## src/rtl/upset_pkg.sv

```systemverilog
package upset_pkg;
  localparam int MOD_W = 3;
  localparam int LVL_W = 2;
  localparam int EFF_W = 3;

  localparam logic [MOD_W-1:0] MOD_NONE     = 3'd0;
  localparam logic [MOD_W-1:0] MOD_OPEN     = 3'd1;
  localparam logic [MOD_W-1:0] MOD_ANTENNA  = 3'd2;
  localparam logic [MOD_W-1:0] MOD_CONFLICT = 3'd3;
  localparam logic [MOD_W-1:0] MOD_BRIDGE   = 3'd4;
  localparam logic [MOD_W-1:0] MOD_UNROUTED = 3'd5;

  localparam logic [LVL_W-1:0] LVL_TILE  = 2'd0;
  localparam logic [LVL_W-1:0] LVL_LOCAL = 2'd1;
  localparam logic [LVL_W-1:0] LVL_MULTI = 2'd2;

  localparam logic [EFF_W-1:0] EFF_PASS = 3'd0;
  localparam logic [EFF_W-1:0] EFF_SA0  = 3'd1;
  localparam logic [EFF_W-1:0] EFF_SA1  = 3'd2;
  localparam logic [EFF_W-1:0] EFF_SWAP = 3'd3;
  localparam logic [EFF_W-1:0] EFF_WAND = 3'd4;
  localparam logic [EFF_W-1:0] EFF_WOR  = 3'd5;
  localparam logic [EFF_W-1:0] EFF_WMIX = 3'd6;

  typedef struct packed {
    logic [MOD_W-1:0] cls;
    logic [LVL_W-1:0] lvl;
    logic             alt;
  } fault_ctl_t;

  // Physical class plus routing level -> logical effect
  function automatic logic [EFF_W-1:0] map_effect(input fault_ctl_t f);
    logic is_local;
    is_local = (f.lvl == LVL_LOCAL);
    case (f.cls)
      MOD_OPEN:     map_effect = is_local ? EFF_SA1 : EFF_SA0;
      MOD_ANTENNA:  map_effect = EFF_SA0;
      MOD_BRIDGE:   map_effect = EFF_SWAP;
      MOD_CONFLICT: begin
        if (!f.alt)        map_effect = EFF_WAND;
        else if (is_local) map_effect = EFF_WMIX;
        else               map_effect = EFF_WOR;
      end
      default:      map_effect = EFF_PASS;
    endcase
  endfunction
endpackage

```

## src/rtl/upset_ctl_reg.sv

```systemverilog
module upset_ctl_reg
  import upset_pkg::*;
(
  input  logic       clk,
  input  logic       rst_n,
  input  logic       arm,
  input  fault_ctl_t ctl_in,
  output fault_ctl_t ctl_q
);
  always_ff @(posedge clk or negedge rst_n) begin
    if (!rst_n) begin
      ctl_q <= '{cls: MOD_NONE, lvl: LVL_TILE, alt: 1'b0};
    end else if (arm) begin
      ctl_q <= ctl_in;
    end
  end
endmodule

```

## src/rtl/upset_effect_map.sv

```systemverilog
module upset_effect_map
  import upset_pkg::*;
(
  input  fault_ctl_t       ctl,
  output logic [EFF_W-1:0] effect,
  output logic             unmodelled
);
  always_comb begin
    effect     = map_effect(ctl);
    unmodelled = (ctl.cls == MOD_UNROUTED);
  end
endmodule

```

## src/rtl/upset_pin_drive.sv

```systemverilog
module upset_pin_drive
  import upset_pkg::*;
#(
  parameter int W = 4
) (
  input  logic [EFF_W-1:0] effect,
  input  logic [W-1:0]     pi_net,
  input  logic [W-1:0]     pj_net,
  output logic [W-1:0]     ci_pin,
  output logic [W-1:0]     dj_pin
);
  logic [W-1:0] lane_differs;
  assign lane_differs = pi_net ^ pj_net;

  for (genvar b = 0; b < W; b++) begin : g_lane
    always_comb begin
      ci_pin[b] = pi_net[b];
      dj_pin[b] = pj_net[b];
      case (effect)
        EFF_SA0:  ci_pin[b] = 1'b0;
        EFF_SA1:  ci_pin[b] = 1'b1;
        EFF_SWAP: begin
          ci_pin[b] = pj_net[b];
          dj_pin[b] = pi_net[b];
        end
        EFF_WAND: begin
          ci_pin[b] = pi_net[b] && pj_net[b];
          dj_pin[b] = pi_net[b] && pj_net[b];
        end
        EFF_WOR: begin
          ci_pin[b] = pi_net[b] || pj_net[b];
          dj_pin[b] = pi_net[b] || pj_net[b];
        end
        EFF_WMIX: begin
          if (lane_differs[b]) begin
            ci_pin[b] = 1'b1;
            dj_pin[b] = 1'b0;
          end
        end
        default: ;
      endcase
    end
  end
endmodule

```

## src/rtl/routing_upset_injector.sv

```systemverilog
module routing_upset_injector
  import upset_pkg::*;
#(
  parameter int W = 4
) (
  input  logic             clk,
  input  logic             rst_n,
  input  logic             arm,
  input  logic [2:0]       mod_code,
  input  logic [1:0]       level_code,
  input  logic             variant,
  input  logic [W-1:0]     pi_net,
  input  logic [W-1:0]     pj_net,
  output logic [W-1:0]     ci_pin,
  output logic [W-1:0]     dj_pin,
  output logic [2:0]       effect_code,
  output logic             unmodelled
);
  fault_ctl_t ctl_in, ctl_q;
  assign ctl_in = '{cls: mod_code, lvl: level_code, alt: variant};

  upset_ctl_reg u_ctl (
    .clk(clk), .rst_n(rst_n), .arm(arm), .ctl_in(ctl_in), .ctl_q(ctl_q)
  );

  upset_effect_map u_map (
    .ctl(ctl_q), .effect(effect_code), .unmodelled(unmodelled)
  );

  upset_pin_drive #(.W(W)) u_pins (
    .effect(effect_code), .pi_net(pi_net), .pj_net(pj_net),
    .ci_pin(ci_pin), .dj_pin(dj_pin)
  );

  assert_hold_R2: assert property (@(posedge clk) disable iff (!rst_n)
    !arm |=> $stable(effect_code) && $stable(unmodelled));
  assert_capture_R9: assert property (@(posedge clk) disable iff (!rst_n)
    arm |=> unmodelled == ($past(mod_code) == MOD_UNROUTED));
  assert_stuck_R3: assert property (@(posedge clk) disable iff (!rst_n)
    (effect_code == EFF_SA0 || effect_code == EFF_SA1) |->
      dj_pin == pj_net && ci_pin == {W{effect_code == EFF_SA1}});
  assert_swap_R4: assert property (@(posedge clk) disable iff (!rst_n)
    effect_code == EFF_SWAP |-> ci_pin == pj_net && dj_pin == pi_net);
  assert_wired_R5: assert property (@(posedge clk) disable iff (!rst_n)
    (effect_code == EFF_WAND || effect_code == EFF_WOR) |-> ci_pin == dj_pin);
  assert_mix_R6: assert property (@(posedge clk) disable iff (!rst_n)
    effect_code == EFF_WMIX |-> ci_pin == (pi_net | pj_net) && dj_pin == (pi_net & pj_net));
  assert_flag_pass_R9: assert property (@(posedge clk) disable iff (!rst_n)
    unmodelled |-> effect_code == EFF_PASS && ci_pin == pi_net && dj_pin == pj_net);
endmodule

```

## config.mk

```make
export PLATFORM = sky130hd
export DESIGN_NAME = routing_upset_injector
export DESIGN_NICKNAME = d
export VERILOG_FILES = /design/src/rtl/upset_pkg.sv /design/src/rtl/upset_ctl_reg.sv /design/src/rtl/upset_effect_map.sv /design/src/rtl/upset_pin_drive.sv /design/src/rtl/routing_upset_injector.sv
export SDC_FILE = /design/constraint.sdc
export NUM_CORES = 1
export LEC_CHECK = 0
export ABC_AREA = 1
export BUFFER_PORTS_ARGS = -buffer_cell sky130_fd_sc_hd__clkbuf_2
export CAP_MARGIN = 20
export CORE_MARGIN = 5
export CORE_UTILIZATION = 48
export DETAILED_ROUTE_END_ITERATION = 12
export PLACE_DENSITY = 0.88
export SETUP_SLACK_MARGIN = 0.02
export SLEW_MARGIN = 0
export SYNTH_ARGS = -nofsm -noshare
export SYNTH_HDL_FRONTEND = slang
export SYNTH_HIERARCHICAL = 1
export SYNTH_SLANG_ARGS = --single-unit
export TNS_END_PERCENT = 10
```

## constraint.sdc

```tcl
create_clock -name clk -period 1.8 [get_ports clk]
set_clock_uncertainty 0.15 [all_clocks]
set_input_delay 0.18 -clock clk [delete_from_list [all_inputs] [get_ports clk]]
set_output_delay 0.18 -clock clk [all_outputs]
set_load 0.01 [all_outputs]
```

# Word-level counts from Yosys, hierarchy flattened
# Cells that the tools add are included.
# classes
n_div,0
n_eq_ne,12
shifts,0
multipliers,0
addsub,0
reduce_logical,8
muxes,20
magnitude_cmp,0
bitwise,1
# op_table
op,count
$pmux 1 s6,4
$pmux 1 s4,4
$eq 3x3->1 const B,5
$eq 3x2->1 const B,4
$pmux 3 s4,1
$mux 1,8
$eq 3x1->1 const B,2
$logic_and 1x1->1,4
$logic_or 1x1->1,4
$mux 2,2
$xor 4x4->4,1
$mux 3,1
$eq 2x1->1 const B,1
# word_totals
inputBits,17
regBits,6
n_memories,0
mem_bits_rw,0
latch_bits,0
rom_bits,0
wordCells,44

# Longest topological paths before layout
# logic_depth
ltp_word,6
ltp_mapped,11

# Modules after synthesis
# The synthesis kept the hierarchy.
# modules_own_cells
mod,n_inst,seq_area_each_um2,area_each_um2,cells_each
upset_pin_drive,1,0.0,455.4,91
upset_ctl_reg,1,150.1,221.5,25
upset_effect_map,1,0.0,107.6,24

# Least setup slack after synthesis
# Ideal clock, no wire load.
# synth_timing
path_kind,register to output
startpoint,reg u_ctl/ctl_q[5] (netlist name)
endpoint,out dj_pin[0]
setup_slack_ns,-0.015
stages_incl_launch_ff,12
arrival_time_ns,1.485
required_ns,1.470
cell_sequence,dfrtp_1 -> inv_2 -> nand2_2 -> nor2_4 -> nand2_1 -> nand3_1 -> buf_4 -> nand3_1 -> nand2_1 -> inv_1 -> nand2_1 -> nand3b_1
# synth_via
elab_chain_cells,4
elab_cells_between_ends,10
# synth_rtl
item,line,rtl
$eq 3x2->1 (tied with other cells),upset_pkg.sv:35,case (f.cls)
$pmux 3 s4 (*),upset_pkg.sv:35,
via effect_code[2],routing_upset_injector.sv:16,"output logic [2:0] effect_code,"
$eq 3x3->1 or $eq 3x2->1 (tied branches),upset_pin_drive.sv:19,case (effect)
$pmux 1 s4 (*),upset_pin_drive.sv:19,
"end, declared",routing_upset_injector.sv:15,"output logic [W-1:0] dj_pin,"
# The timed path passes the listed nets; every way through them passes the cells marked *.

# Final worst setup path
# layout_timing
startpoint,reg u_ctl/ctl_q[5] (netlist name)
endpoint,out ci_pin[2]
# layout_via
elab_chain_cells,4
elab_cells_between_ends,12
# layout_rtl
item,line,rtl
$eq 3x2->1 (tied with other cells),upset_pkg.sv:35,
$pmux 3 s4 (*),upset_pkg.sv:35,
$eq 3x3->1 (tied with other cells),upset_pin_drive.sv:19,
$pmux 1 s6 (*),upset_pin_drive.sv:19,
"end, declared",routing_upset_injector.sv:14,"output logic [W-1:0] ci_pin,"
# Mark *: on every way between the ends. The rest lies on a longest branch, timed or not.

==> flow_metrics.py <==
metrics = {
    "global_routing": {
        "grt_max_degree": 13,
        "gr-usage-all-layers_pct": 25.80,
        "grt_pass1_wl_um": 5209,
        "grt_pass1_vias": 1149,
        "globalRouteOverflowTotal": 0,
        "antenna_found_initial": 0,
    },
    "place": {
        "gp_congestion": 0.9132,
        "port_buffers": 28,
        "place_area_um2": 996.0,
        "hpwl_um": 1962,
        "place_inst": 191,
        "post-place-ws_ns": -0.1525,
    },
    "synth": {
        "synth_fp_nets": 157,
        "synth_area_per_cell_um2": 5.604,
        "synth_cell_types": 15,
        "yosysWarnings": 6,
        "synthCells": 140,
        "ys_ff_latch": 6,
        "seq_area_frac_synth_pct": 19.14,
        "syn_area_um2": 784.5,
    },
    "critical_path": {
        "setup.worst_path.end": "ci_pin[2]",
        "critPathKind": "reg2out",
        "critPathLaunchType": "flip-flop",
        "required_ns": 1.47,
        "reg2reg_to": "u_ctl/ctl_q[4]$_DFFE_PN0P_",
        "startpoint": "u_ctl/ctl_q[5]$_DFFE_PN0P_",
        "path_delay_family": "simple AND/OR/NAND/NOR gates",
        "cp_max_fo": 7,
        "cp_slowest_cell": "dfrtp_1",
        "r2r_setup_slack_ns": 0.80,
        "crit_path_end_kind": "output pin",
        "max_stage_delay_ns": 0.42,
        "crit_chain": "inv_2 > nand2_4 > nor2_4 > nand2_2 > nand3_4 > nor2_2 > buf_4 > nand3_2 > nand2_1 > inv_1 > nand4_1 > clkbuf_2",
        "cp.depth": 12,
        "worst_ep_arrival_time_ns": 1.92,
        "reg2reg_depth": 3,
        "critPathBufInv": 4,
        "worstReg2RegStart": "u_ctl/ctl_q[4]$_DFFE_PN0P_",
    },
    "clock_tree": {
        "clk_path_buf_depth": 2,
        "clk-insertion-delay-late_ns": 0.24,
        "cts_tree": "done",
        "cts_num_sinks": 6,
        "h-tree-depth": 1,
        "clk_pin_slew_ns": 0.05,
        "numCtsBuffers": 3,
        "clockRootBuffer": "clkbuf_4",
    },
    "detailed_routing": {
        "wl_per_cell_um": 15.24,
        "drt_iter0_markers": 53,
        "vias": 1183,
        "drc": 0,
        "wl_um": 3109,
        "viasPerCell": 5.799,
        "drtPass1Iterations": 4,
        "ant_nets": 0,
    },
    "sta": {
        "fin_crit_sh_pct": 125.1,
        "post-route-min-period_ns": 2.251,
        "whs_ns": 0.02221,
        "timing_hold_violations_final": 0,
        "finalSetupTns_ns": -3.310,
        "relSlewSlack_pct": 69.32,
        "final_max_slew_viol_count": 0,
        "worst_pin_slew_ns": 0.4596,
        "finalWorstSetupSlack_ns": -0.4513,
        "rsz0062_at_grt": "true",
        "max_freq_mhz": 444.2,
        "setup_viol": 10,
    },
    "finish": {
        "area_growth_pct": 53.11,
        "drive_gt1_share_pct": 39.36,
        "largest_register_ffs": 6,
        "nNetsFinal": 207,
        "fin_area_um2": 1201,
        "reg.largest.list": "u_ctl/ctl_q (6)",
        "mostFrequentLayoutCell": "nand2_1",
        "n_antenna_cell": 0,
        "top_register": "u_ctl/ctl_q",
        "final_cells": 204,
        "final_cell_mix": "38 x nand2_1, 26 x clkbuf_2, 19 x nor2_1",
    },
    "power": {
        "intPower_mw": 0.3901,
        "comb_power_share_pct": 59.4,
        "power_density_nw_per_um2": 577.4,
        "switching_share_pct": 43.74,
        "leakage_nw": 0.6841,
        "vdd_drop_max_mv": 0.5399,
        "clkPwrFrac_pct": 17.6,
        "p_sw_mw": 0.3034,
        "pwr-share-seq_pct": 23.0,
    },
    "floorplan": {
        "num_rows": 14,
        "coreArea_um2": 1524,
        "start_util_pct": 51.48,
        "die_area_um2": 2543,
        "die_w_um": 50.43,
        "die_y_um": 50.43,
        "io_pins": 29,
    },
    "run_status": {
        "status": "finished, violations left",
        "failed_checks": "setup timing",
    },
    "flow_run": {
        "maxCapViolations": 0,
    },
    "min_path": {
        "hp-class": "in2reg",
    },
}
[Yosys cell counts]
| library cell | n | share of area (%) |
|---|---|---|
| buf_6 | 3 | 4.3 |
| nand4_1 | 12 | 9.6 |
| inv_2 | 3 | 1.4 |
| a21oi_2 | 1 | 1.1 |
| nand2_2 | 3 | 2.4 |
| inv_1 | 20 | 9.6 |
| nor2_1 | 21 | 10 |
| nand3_1 | 20 | 13 |
| a21oi_1 | 1 | 0.64 |
| nor2_4 | 1 | 1.4 |
| nand3b_1 | 4 | 3.8 |
| dfrtp_1 | 6 | 19 |
| nand3_4 | 1 | 2.2 |
| nand2_1 | 43 | 21 |
| buf_4 | 1 | 0.96 |
[kinds of logic (layout without fill, tap and decap cells)]
logic type	count (synthesis)	count (layout)	share of synthesized area, %
simple gates	105	105	62.84
buf+inv	27	75	16.27
flops	6	6	19.14
compound gates	2	2	1.754
[through the flow]
step                power, mW  utilization [%]
detailed placement     0.4896            65.35
global route           0.7396            78.82
floorplan              0.3543                -
finish                 0.6935            78.82
global placement       0.4767            65.35
CTS                    0.6649            77.18
[metal layers]
layer	track usage [%]	vias to the layer above	share of wire [%]
met1	27.16	525	34
met4	12.77	0	5.1
met2	48.95	87	53
li1	-	547	-
met3	3.550	24	8.2
met5	0	-	0
[what timing repair did]
item / in CTS / in global routing
setup buffers: 5 / 0
pin swaps: 5 / 4
hold buffers: 5 / 0
endpoints found under the setup margin: 9 / 10
gates resized for setup: 17 / 8
endpoints found under the hold margin: 10 / 0
[cell type report]
cell class / instances / area [µm²]
Multi-Input combinational cell: 107 / 601.8
Timing Repair Buffer: 49 / 320.3
Clock buffer: 3 / 22.52
Fill cell: 104 / 322.8
Sequential cell: 6 / 150.1
Inverter: 23 / 86.33
Tap cell: 16 / 20.02
[power by group through the flow]
| stage | registers [mW] | clock network, mW | logic, mW |
|---|---|---|---|
| final | 0.160 | 0.122 | 0.412 |
| after global routing | 0.161 | 0.137 | 0.442 |
| after CTS | 0.159 | 0.125 | 0.381 |
| after detailed placement | 0.160 | 0 | 0.329 |
| after global placement | 0.159 | 0 | 0.317 |
| after floorplan | 0.158 | 0 | 0.197 |
[worst register-to-register path: stages, from the launching register on]
cell and delay [ns]:
dfrtp_1 0.42, buf_4 0.15, nand2_1 0.08, nand2_1 0.07
[worst min-delay path by stage]
stage,cells after the start,slack [ns],from,end
4_1_cts,3,0.0006,level_code[1],u_ctl/ctl_q[2]$_DFFE_PN0P_
2_1_floorplan,0,-0.27,rst_n,u_ctl/ctl_q[0]$_DFFE_PN0P_
6_report,3,0.02,level_code[1],u_ctl/ctl_q[2]$_DFFE_PN0P_
5_1_grt,3,0.02,level_code[1],u_ctl/ctl_q[2]$_DFFE_PN0P_
3_3_place_gp,1,-0.14,rst_n,u_ctl/ctl_q[3]$_DFFE_PN0P_
3_5_place_dp,1,-0.14,rst_n,u_ctl/ctl_q[3]$_DFFE_PN0P_
Power figures use the tool's default switching activity.
